--- src/rtl/spi_shift_pkg.sv ---
package spi_shift_pkg;

    typedef enum logic [1:0] {
        LW_RSVD = 2'b00,
        LW_ONE  = 2'b01,
        LW_TWO  = 2'b10,
        LW_FOUR = 2'b11
    } lane_w_e;

    typedef struct packed {
        logic       busy;
        logic       is_tx;
        lane_w_e    width;
        logic [2:0] left;
        logic [7:0] txsr;
        logic [7:0] rxsr;
        logic       ack;
        logic [7:0] rxd;
    } shift_st_t;

    // Shift a byte left by one lane group, filling from the right.
    function automatic logic [7:0] shift_group(input logic [7:0] v,
                                               input lane_w_e w,
                                               input logic [3:0] fill);
        case (w)
            LW_FOUR: shift_group = {v[3:0], fill};
            LW_TWO:  shift_group = {v[5:0], fill[1:0]};
            default: shift_group = {v[6:0], fill[0]};
        endcase
    endfunction

endpackage

--- src/rtl/spi_sck_gen.sv ---
module spi_sck_gen #(
    parameter int DIV_W = 8
) (
    input  logic             clk,
    input  logic             rst,
    input  logic             load_i,
    input  logic             run_i,
    input  logic [DIV_W-1:0] div_i,
    output logic             sck_o,
    output logic             rise_o,
    output logic             fall_o
);
    typedef struct packed {
        logic [DIV_W-1:0] div;
        logic [DIV_W-1:0] cnt;
        logic             sck;
    } sck_st_t;

    sck_st_t s_q, s_d;
    logic    phase_end;

    assign phase_end = run_i && (s_q.cnt == '0);
    assign rise_o    = phase_end && !s_q.sck;
    assign fall_o    = phase_end &&  s_q.sck;
    assign sck_o     = s_q.sck;

    always_comb begin
        s_d = s_q;
        if (load_i) begin
            s_d.div = div_i;
            s_d.cnt = div_i;
            s_d.sck = 1'b0;
        end else if (run_i) begin
            if (s_q.cnt == '0) begin
                s_d.sck = !s_q.sck;
                s_d.cnt = s_q.div;
            end else begin
                s_d.cnt = s_q.cnt - 1'b1;
            end
        end
    end

    always_ff @(posedge clk) begin
        if (rst) s_q <= '0;
        else     s_q <= s_d;
    end

    // each phase ends on a counter expiry, so SCK holds between them
    p_sck_hold_r1: assert property (@(posedge clk) disable iff (rst)
        (!load_i && !rise_o && !fall_o) |=> $stable(sck_o));
endmodule

--- src/rtl/spi_lane_map.sv ---
module spi_lane_map
    import spi_shift_pkg::*;
#(
    parameter int LANES = 4
) (
    input  lane_w_e          width_i,
    input  logic             drive_i,
    input  logic [3:0]       lead_i,
    input  logic [LANES-1:0] sdat_i,
    output logic [LANES-1:0] sdat_o,
    output logic [LANES-1:0] sdat_oe,
    output logic [3:0]       sample_o
);
    localparam int MISO_IDX = (LANES > 1) ? 1 : 0;

    logic [3:0] in_pad, out_pad, mask;

    assign in_pad = 4'(sdat_i);

    always_comb begin
        case (width_i)
            LW_FOUR: begin
                out_pad  = lead_i;
                mask     = 4'hF;
                sample_o = in_pad;
            end
            LW_TWO: begin
                out_pad  = {2'b00, lead_i[3:2]};
                mask     = 4'h3;
                sample_o = {2'b00, in_pad[1:0]};
            end
            default: begin
                out_pad  = {3'b000, lead_i[3]};
                mask     = 4'h1;
                sample_o = {3'b000, in_pad[MISO_IDX]};
            end
        endcase
    end

    for (genvar i = 0; i < LANES; i++) begin : g_lane
        assign sdat_o[i]  = out_pad[i];
        assign sdat_oe[i] = drive_i & mask[i];
    end
endmodule

--- src/rtl/spi_lane_shifter.sv ---
module spi_lane_shifter
    import spi_shift_pkg::*;
#(
    parameter int LANES = 4,
    parameter int DIV_W = 8
) (
    input  logic             clk,
    input  logic             rst,
    input  logic [DIV_W-1:0] div_i,
    input  logic             cmd_valid,
    output logic             cmd_ready,
    input  logic [2:0]       cmd_mode,
    input  logic [2:0]       cmd_clks,
    input  logic [7:0]       cmd_txd,
    output logic [7:0]       rx_data,
    output logic             rx_ack,
    output logic             bus_idle,
    output logic             sck,
    output logic [LANES-1:0] sdat_o,
    output logic [LANES-1:0] sdat_oe,
    input  logic [LANES-1:0] sdat_i
);
    shift_st_t  st_q, st_d;
    logic       accept, rise, fall;
    logic [3:0] sample;

    assign cmd_ready = !st_q.busy;
    assign accept    = cmd_valid && cmd_ready;
    assign rx_data   = st_q.rxd;
    assign rx_ack    = st_q.ack;
    assign bus_idle  = !st_q.busy;

    spi_sck_gen #(.DIV_W(DIV_W)) u_sck (
        .clk    (clk),
        .rst    (rst),
        .load_i (accept),
        .run_i  (st_q.busy),
        .div_i  (div_i),
        .sck_o  (sck),
        .rise_o (rise),
        .fall_o (fall)
    );

    spi_lane_map #(.LANES(LANES)) u_map (
        .width_i  (st_q.width),
        .drive_i  (st_q.busy && st_q.is_tx),
        .lead_i   (st_q.txsr[7:4]),
        .sdat_i   (sdat_i),
        .sdat_o   (sdat_o),
        .sdat_oe  (sdat_oe),
        .sample_o (sample)
    );

    always_comb begin
        st_d     = st_q;
        st_d.ack = 1'b0;
        if (accept) begin
            st_d.busy  = 1'b1;
            st_d.is_tx = cmd_mode[0];
            st_d.width = (cmd_mode[2:1] == 2'b00) ? LW_ONE : lane_w_e'(cmd_mode[2:1]);
            st_d.left  = cmd_clks;
            st_d.txsr  = cmd_txd;
            st_d.rxsr  = '0;
        end else if (st_q.busy) begin
            if (rise) begin
                st_d.rxsr = shift_group(st_q.rxsr, st_q.width, sample);
            end
            if (fall) begin
                if (st_q.left == 3'd0) begin
                    st_d.busy = 1'b0;
                    st_d.ack  = !st_q.is_tx;
                    if (!st_q.is_tx) st_d.rxd = st_q.rxsr;
                end else begin
                    st_d.left = st_q.left - 3'd1;
                    st_d.txsr = shift_group(st_q.txsr, st_q.width, 4'h0);
                end
            end
        end
    end

    always_ff @(posedge clk) begin
        if (rst) st_q <= '0;
        else     st_q <= st_d;
    end

    p_ack_pulse_r5: assert property (@(posedge clk) disable iff (rst)
        rx_ack |=> !rx_ack);
    p_ack_at_idle_r5: assert property (@(posedge clk) disable iff (rst)
        rx_ack |-> bus_idle);
    p_accept_busy_r4: assert property (@(posedge clk) disable iff (rst)
        (cmd_valid && cmd_ready) |=> (!bus_idle && !cmd_ready));
    p_idle_sck_low_r1: assert property (@(posedge clk) disable iff (rst)
        bus_idle |-> !sck);
    p_oe_needs_busy_r7: assert property (@(posedge clk) disable iff (rst)
        (|sdat_oe) |-> !bus_idle);
    p_rx_no_oe_r6: assert property (@(posedge clk) disable iff (rst)
        (!bus_idle && !st_q.is_tx) |-> (sdat_oe == '0));
    p_data_hold_high_r2: assert property (@(posedge clk) disable iff (rst)
        (sck && $past(sck)) |-> $stable(sdat_o));
    p_reset_state_r9: assert property (@(posedge clk) disable iff (rst)
        $past(rst) |-> (bus_idle && !sck && !rx_ack && sdat_oe == '0));
endmodule

--- config.mk ---
export PLATFORM = sky130hd
export DESIGN_NAME = spi_lane_shifter
export DESIGN_NICKNAME = d
export VERILOG_FILES = /design/src/rtl/spi_shift_pkg.sv /design/src/rtl/spi_sck_gen.sv /design/src/rtl/spi_lane_map.sv /design/src/rtl/spi_lane_shifter.sv
export SDC_FILE = /design/constraint.sdc
export NUM_CORES = 1
export LEC_CHECK = 0
export CORE_MARGIN = 2
export CORE_UTILIZATION = 35
export CTS_BUF_LIST = sky130_fd_sc_hd__clkbuf_4
export CTS_CLUSTER_DIAMETER = 40
export CTS_CLUSTER_SIZE = 10
export DETAILED_ROUTE_END_ITERATION = 12
export HOLD_SLACK_MARGIN = 0.02
export PLACE_DENSITY = 0.6
export SLEW_MARGIN = 5
export SYNTH_ARGS = -nofsm -noshare
export SYNTH_HDL_FRONTEND = slang
export SYNTH_SLANG_ARGS = --single-unit
--- constraint.sdc ---
create_clock -name clk -period 4 [get_ports clk]
set_clock_uncertainty 0.15 [all_clocks]
set_input_delay 0.8 -clock clk [delete_from_list [all_inputs] [get_ports clk]]
set_output_delay 0.8 -clock clk [all_outputs]
set_load 0.01 [all_outputs]
Word level (Yosys, flattened, before mapping)

Index checks and enable logic that the tools add are counted.
W data, S select, Z words.

Register bits after elaboration: 49
Input port bits: 29
Output and inout port bits: 20
Word-level logic and storage cells: 66

Add/sub/neg operators: 2
Eq/ne operators: 3
Muxes and demuxes: 22
Bitwise logic cells: 9
Reduce and logical (&&, ||, !) cells: 19

Operators by type and width:

| kind                  | number |
|---|---|
| $mux W9               | 4 |
| $pmux W8 S2           | 2 |
| $mux W28              | 1 |
| $mux W8               | 3 |
| $pmux W4 S2           | 3 |
| $mux W11              | 2 |
| $mux W19              | 1 |
| $logic_not A8 Y1      | 1 |
| $sub A8 B1 Y8 const B | 1 |
| $logic_and A1 B1 Y1   | 5 |
| $mux W1               | 5 |
| $not A1 Y1            | 5 |
| $reduce_and A5 Y1     | 1 |
| $reduce_or A5 Y1      | 1 |
| $and A1 B1 Y1         | 4 |
| $eq A2 B2 Y1 const B  | 2 |
| $reduce_and A2 Y1     | 2 |
| $reduce_bool A2 Y1    | 2 |
| $logic_not A1 Y1      | 3 |
| $logic_not A3 Y1      | 1 |
| $reduce_and A3 Y1     | 1 |
| $sub A3 B1 Y3 const B | 1 |
| $logic_not A2 Y1      | 1 |
| $mux W2               | 1 |
| other kinds (2)       | 2 |

Longest topological paths before layout

Gate-level depths: netlist of the first run.

Word-level depth: 6
Mapped depth: 8
Gate-level depth less buffers: 7

By module

A second synthesis of the first run with hierarchy kept.

Cell total of the unflattened synthesis: 313
Area total of the unflattened synthesis: 2725.1 sq um

Modules (own cells, without submodules):

| module           | instances | cells an instance | area each (sq um) | sequential area each (sq um) |
|---|---|---|---|---|
| spi_lane_shifter | 1         | 198               | 1677.9            | 640.6 |
| spi_sck_gen      | 1         | 99                | 927.1             | 340.3 |
| spi_lane_map     | 1         | 16                | 120.1             | 0.0 |

Least setup slack after synthesis of the first run

Ideal clock, no wire load.

Path kind: register to output
Start: register st_q[28] (netlist bit)
End: output sdat_oe[3]
Arrival: 1437 ps
Required time: 3050 ps
Slack: 1613 ps
Stages on the path, launching flop included: 5
Path buffers: 3
Cells stage by stage: dfxtp_1 -> clkbuf_1 -> clkbuf_1 -> and3_1 -> buf_4

Cells in the longest elaborated chain, start to end: 3
Elaborated cells between the ends (all ways): 4
Classes of those cells: 2 x eq/ne; 1 x mux; 1 x bitwise

Ends and longest elaborated chain:

| what                     | RTL line               | source |
|---|---|---|
| start: declaration       | spi_lane_shifter.sv:23 | `shift_st_t st_q, st_d;` |
| start signal: assignment | spi_lane_shifter.sv:83 | `else st_q <= st_d;` |
| $eq A2 B2 Y1             | spi_lane_map.sv:21     | `case (width_i)` |
| $pmux W4 S2 *            | spi_lane_map.sv:21     |  |
| $and A1 B1 Y1 *          | spi_lane_map.sv:42     | `assign sdat_oe[i] = drive_i & mask[i];` |
| end: declaration         | spi_lane_shifter.sv:20 | `output logic [LANES-1:0] sdat_oe,` |

Every way passes the cells marked *; elsewhere a longest branch is shown, timed or not.

Final worst setup path of the first run

Start: register st_q[28] (netlist bit)
End: output sdat_o[0]

Cells in the longest elaborated chain, start to end: 2
Elaborated cells between the ends (all ways): 3
Classes of those cells: 2 x eq/ne; 1 x mux

Ends and longest elaborated chain:

| what             | RTL line               | source |
|---|---|---|
| $eq A2 B2 Y1     | spi_lane_map.sv:21     |  |
| $pmux W4 S2 *    | spi_lane_map.sv:21     |  |
| end: declaration | spi_lane_shifter.sv:19 | `output logic [LANES-1:0] sdat_o,` |

Marked as above.

==> results.ini, run 1 <==
[status]
outcome = finished clean

[yosys]
synth_edf_count = 0
synth_area_leaders = dfxtp_1 38%, mux2i_1 11%, nand2_1 6.9%, a21oi_1 5.2%, nor2_1 4.2%
yosysTopAreaCell = dfxtp_1
synth-seq-area-share = 0.3767
synth_common_cells = 49 x dfxtp_1, 48 x nand2_1, 29 x nor2_1, 28 x mux2i_1, 27 x a21oi_1
synth_top_area_share = 0.3767
syn_avg_cell_area_sq_um = 8.240
synthArstFlopShare = 0
synth.distinct_cells = 46
syn-num-nets = 349
ys_ff_latch = 49
ys.flop_type = dfxtp_1
syn_inst = 316
synthMostInstantiatedCell = dfxtp_1
syn_area_sq_um = 2604
yosys_warnings = 0

[global_routing]
grt.total_usage = 0.1501
grt_pass1_wl_um = 10190
grt_pass1_vias = 2109
grt_busiest_layer = met2
met3_usage = 0.03255
grt_use_met2 = 0.2387
overflow = 0
grt_max_degree = 28
antenna_found_initial = 0
grt_use_met1 = 0.2048

[clock_network]
cts_setup_buffers = 0
cts_buffer_depth = 2
path_clk_slew_ps = 160
post_cts_resized = 0
cts_made_buffers = 5
root_buffer = clkbuf_4
h-tree-depth = 2
cts_tree = built
cts_hold_buf = 0
clock_latency_ps = 380
cts_sinks = 49

[cells_and_area]
fillerInstances = 756
num_antenna_cells = 0
layout.nets = 375
drive_gt1_frac = 0.06122
syn2layout_area_growth_pct = 20.90
fin_util = 0.4364

[critical_path]
slowest_stage = dfxtp_1
cp-start-kind = register
crit_required_ps = 3050
crit_type = register to output pin
path_delay_family = flip-flops
cp_data_arrival_time_ps = 2140
cp-end-kind = output pin
worstPathMaxFanout = 18
crit_chain = mux2i_1, a21oi_1, clkdlybuf4s50_1
critPathBufInv = 1
critPathMaxStageDelay_ps = 890

[timing]
drv_slew = 0
fin_setup_tns_ps = 0
setup_viol = 0
hold_viol = 0
finalCritPeriodShare = 0.7735
setup_ws_ps = 905.8
tightestPinTransition_ps = 1100
slew-limit-headroom = 0.2632
fmax_mhz = 323.2
finalCriticalPeriod_ps = 3094
rsz0062_at_grt = no
hold_ws_ps = 316.9

[route]
drc = 0
wire_per_inst_um = 13.29
drtIter0Drc = 83
routed_wl_um = 5874
ant_nets = 0
vias = 2239
dr.pass1.iters = 5
vias_per_cell = 5.066

[place]
dp_slack_ps = 1165
numPortBuffers = 48
dpl.hpwl_um = 4053
place_congestion = 0.8212

[die]
die_x_um = 90.25
die-area_sq_um = 8145
rows = 31
die_h_um = 90.25
core_sq_um = 7214
initial_utilization = 0.3609
io-pin-count = 49

[hold_path]
hold_path_class = register to register

[pwr]
ir_drop_v = 0.0001361
leakage_nw = 1.189
pwr_density_cell_nw_per_um2 = 347.3

[flow_run]
maxCapViolCount = 0

cell usage in the layout, fill, tap and decap left out, drive strengths merged, types with 2 or more instances in the layout:
cell type and n:
clkbuf 5, buf 6, mux2i 28, inv 11, or3 4, a221oi 6, a211oi 12, or2 2
nand2 48, and3 5, ha 4, xor2 2, a21oi 27, nor3 6, o32ai 2, a311oi 3
o21ai 3, nand2b 4, or4 3, o211ai 6, nor2 29, dfxtp 49, nand3b 2, a31oi 4
o31ai 2, nor2b 5, clkdlybuf4s50 48, o211a 2
routing by layer:
layer | vias up | share of wire | routed length, um
li1 | 1167 | - | -
met1 | 1015 | 0.51 | 2979
met2 | 52 | 0.44 | 2583
met3 | 5 | 0.040 | 235
met4 | 0 | 0.013 | 76
met5 | - | 0 | 0
per-stage QoR:
stage	instances	total power (W)	instance area [sq um]
floorplan	316	0.0007273	2604
global placement	434	0.0008014	3064
detailed placement	434	0.0008044	3064
CTS	442	0.001109	3148
global route	442	0.001162	3148
finish	442	0.001093	3148
worst reg2reg max path, stage by stage, from the launching register on:
cell and delay, ps:
dfxtp_1 410, inv_1 110, ha_1 270, nor4bb_1 180, a31oi_1 900, a221oi_1 110
a211oi_1 250
registers in the layout, summed over array words and instances (netlist names):
register,flops
u_sck.s_q,16
rx_ack,1
rx_data,8
st_q,23
u_sck.sck_o,1
cell families after synthesis:
group	count (synthesis)	synth area share
AOI/OAI and AO/OA	71	0.1860
xor gates and xnor gates	3	0.01009
adders and majority gates	4	0.01922
buffers and inverters	46	0.08842
DFF	49	0.3767
muxes	28	0.1076
and+or+nand+nor	115	0.2119
layout make-up:
cell class | instances | area, sq um | area share
multi-input cells | 221 | 1393 | 0.4424
flip-flops and latches | 49 | 980.9 | 0.3116
repair buffers | 54 | 525.5 | 0.1669
well taps | 99 | 123.9 | 0.03935
clock inverters | 3 | 46.29 | 0.01471
inverters | 11 | 41.29 | 0.01312
clock buffers | 5 | 37.54 | 0.01192
power by group:
group | leakage, nW | total [W] | internal [W] | switching, W
registers | 0.401 | 0.000553 | 0.000516 | 0.0000366
clock network | 0.0414 | 0.000299 | 0.000133 | 0.000166
logic | 0.747 | 0.000242 | 0.000119 | 0.000123
total | 1.19 | 0.00109 | 0.000767 | 0.000326
path summary, 6_finish.rpt:
kind / slack (ps) / endpoint / start / cells after the start
worst max-delay path: 910 / sdat_o[0] / st_q[28] / 3
worst min-delay path: 320 / u_sck.s_q[13] / u_sck.s_q[13] / 2
worst min register to register: 320 / u_sck.s_q[13] / u_sck.s_q[13] / 2
worst max register to register: 1550 / st_q[27] / u_sck.s_q[1] / 6
Power figures use the tool's default switching activity.
==> run 2: changes to the inputs <==
==> constraint.sdc (replaced) <==
create_clock -name clk -period 3 [get_ports clk]
set_clock_uncertainty 0.15 [all_clocks]
set_input_delay 0.6 -clock clk [delete_from_list [all_inputs] [get_ports clk]]
set_output_delay 0.6 -clock clk [all_outputs]
set_load 0.01 [all_outputs]
==> results.ini, run 2 (same netlist as run 1, synthesis figures left out) <==
[timing]
tightestPinTransition_ps = 1117  ; +17.37 ps
hold_viol = 0  ; unchanged
fmax_mhz = 379.4
fin_setup_tns_ps = 0  ; unchanged
setup_viol = 0  ; unchanged
drv_slew = 0  ; unchanged
finalCritPeriodShare = 0.8786
finalCriticalPeriod_ps = 2636
rsz0062_at_grt = no
slew-limit-headroom = 0.2516  ; -0.01164

[status]
outcome = finished clean

[clock_network]
cts_made_buffers = 5  ; unchanged
post_cts_resized = 0  ; unchanged
path_clk_slew_ps = 140  ; -20 ps
cts_sinks = 49  ; unchanged
clock_latency_ps = 370  ; about the same
cts_hold_buf = 0  ; unchanged
cts_setup_buffers = 0  ; unchanged
h-tree-depth = 2  ; unchanged
cts_tree = built
cts_buffer_depth = 2  ; unchanged
root_buffer = clkbuf_4

[route]
drtIter0Drc = 64  ; -23%
vias_per_cell = 5.067  ; about the same
highest_layer = met4
vias = 2255  ; +0.71%
dr.pass1.iters = 4  ; -1
dr_wl_met2_um = 2808  ; +8.7%
wire_per_inst_um = 13.40  ; +0.86%
ant_nets = 0  ; unchanged
met1Wirelength_um = 2977  ; about the same
drc = 0  ; unchanged
routed_wl_um = 5965  ; +1.5%
routed-wl-met3_um = 138  ; -41%

[critical_path]
crit_type = register to output pin
crit_chain = and2_1, and3_1, clkdlybuf4s50_1
path_delay_family = flip-flops
cp-end-kind = output pin
crit_required_ps = 2250  ; -800 ps
cp_data_arrival_time_ps = 1890  ; -250 ps
slowest_stage = dfxtp_1
r2r_setup_slack_ps = 570  ; -980 ps
cp-start-kind = register
worstPathMaxFanout = 13  ; -5
critPathBufInv = 1  ; unchanged
critPathMaxStageDelay_ps = 580  ; -310 ps

[cells_and_area]
regMostFlops = st_q
fillerInstances = 732  ; -3.2%
fin_util = 0.4362  ; about the same
largest_reg_flops = 23  ; unchanged
layout.nets = 378  ; +0.80%
syn2layout_area_growth_pct = 20.86  ; about the same
final_common_cell = dfxtp_1
mostFrequentLayoutCells = 49 x dfxtp_1, 48 x nand2_1, 48 x clkdlybuf4s50_1
drive_gt1_frac = 0.06936  ; +0.008140
num_antenna_cells = 0  ; unchanged

[pwr]
swShare = 0.3182  ; +0.01988
power_frac_comb = 0.241  ; +0.020
p_seq_frac = 0.528  ; +0.023
clkPwrFrac = 0.231  ; -0.042
p_sw_w = 0.0004398  ; +35%
ir_drop_v = 0.0001636  ; +20%
leakage_nw = 1.198  ; +0.79%
pwr_density_cell_nw_per_um2 = 439.3  ; +26%
p_int_w = 0.0009425  ; +23%

[global_routing]
grt.total_usage = 0.1522  ; +0.002059
overflow = 0  ; unchanged
antenna_found_initial = 0  ; unchanged
grt_max_degree = 30  ; +7.1%
grt_pass1_wl_um = 10380  ; +1.8%
grt_pass1_vias = 2217  ; +5.1%

[die]
die_x_um = 90.25  ; unchanged
initial_utilization = 0.3609  ; unchanged
core_sq_um = 7214  ; unchanged
die_h_um = 90.25  ; unchanged
die-area_sq_um = 8145  ; unchanged
io-pin-count = 49  ; unchanged
rows = 31  ; unchanged

[place]
place_congestion = 0.7756  ; -5.6%
numPortBuffers = 48  ; unchanged
dpl.hpwl_um = 4237  ; +4.5%

[flow_run]
maxCapViolCount = 0  ; unchanged

[hold_path]
hold_path_class = register to register

[run 2: cell count changes in the layout (fill, tap and decap cells not counted), sizes merged]
| cell | previous run | this run |
|---|---|---|
| buf | 6 | 9 |
| bufinv | 1 | 0 |
| clkinv | 1 | 3 |
| clkinvlp | 1 | 0 |
[run 2: layout make-up]
| class | count | area [sq um] | area share |
|---|---|---|---|
| multi-input cells | 221 | 1393 | 0.4425 |
| repair buffers | 57 | 548.0 | 0.1742 |
| flip-flops and latches | 49 | 980.9 | 0.3117 |
| clock buffers | 5 | 37.54 | 0.01193 |
| clock inverters | 3 | 22.52 | 0.007157 |
| inverters | 11 | 41.29 | 0.01312 |
| well taps | 99 | 123.9 | 0.03936 |
[run 2: worst reg2reg max path: cells and delay by family (launching register included)]
family / cells / cell delay, ps
adder cells (fa/ha/maj): 1 / 260
AO/OA/AOI/OAI: 3 / 1280
AND/OR/NAND/NOR: 1 / 180
buffers and inverters: 1 / 110
flip-flops: 1 / 410
[run 2: stage by stage]
stage | cells | hold WS (ps) | instance area, sq um | setup slack, ps | power (W)
finish | 445 | 316.1 | 3147 | 364.2 | 0.001382
global route | 445 | 342.9 | 3147 | 218.1 | 0.001462
CTS | 445 | 315.5 | 3147 | 340.3 | 0.001394
detailed placement | 437 | 296.7 | 3087 | 388.1 | 0.001078
global placement | 437 | 292.6 | 3087 | 437.9 | 0.001073
floorplan | 316 | 285.7 | 2604 | 746.9 | 0.0009697
[run 2: per-layer routing]
layer  up-vias  global-route usage
met5         -                   0
li1       1163                   -
met3         2             0.02755
met2        32              0.2619
met4         0             0.04359
met1      1058              0.1950
[run 2: power by group through the flow]
stage | sequential, W | clock, W | combinational (W)
global placement | 0.000742 | 0 | 0.000331
global route | 0.000736 | 0.000350 | 0.000376
finish | 0.000729 | 0.000320 | 0.000333
floorplan | 0.000727 | 0 | 0.000243
CTS | 0.000729 | 0.000329 | 0.000336
detailed placement | 0.000743 | 0 | 0.000335
[run 2: worst paths after layout]
check,cells past startpoint,end,start
min,2,u_sck.s_q[9],u_sck.s_q[9]
min reg2reg,2,u_sck.s_q[9],u_sck.s_q[9]
max,3,sdat_oe[2],st_q[31]
max reg2reg,6,st_q[27],u_sck.s_q[1]
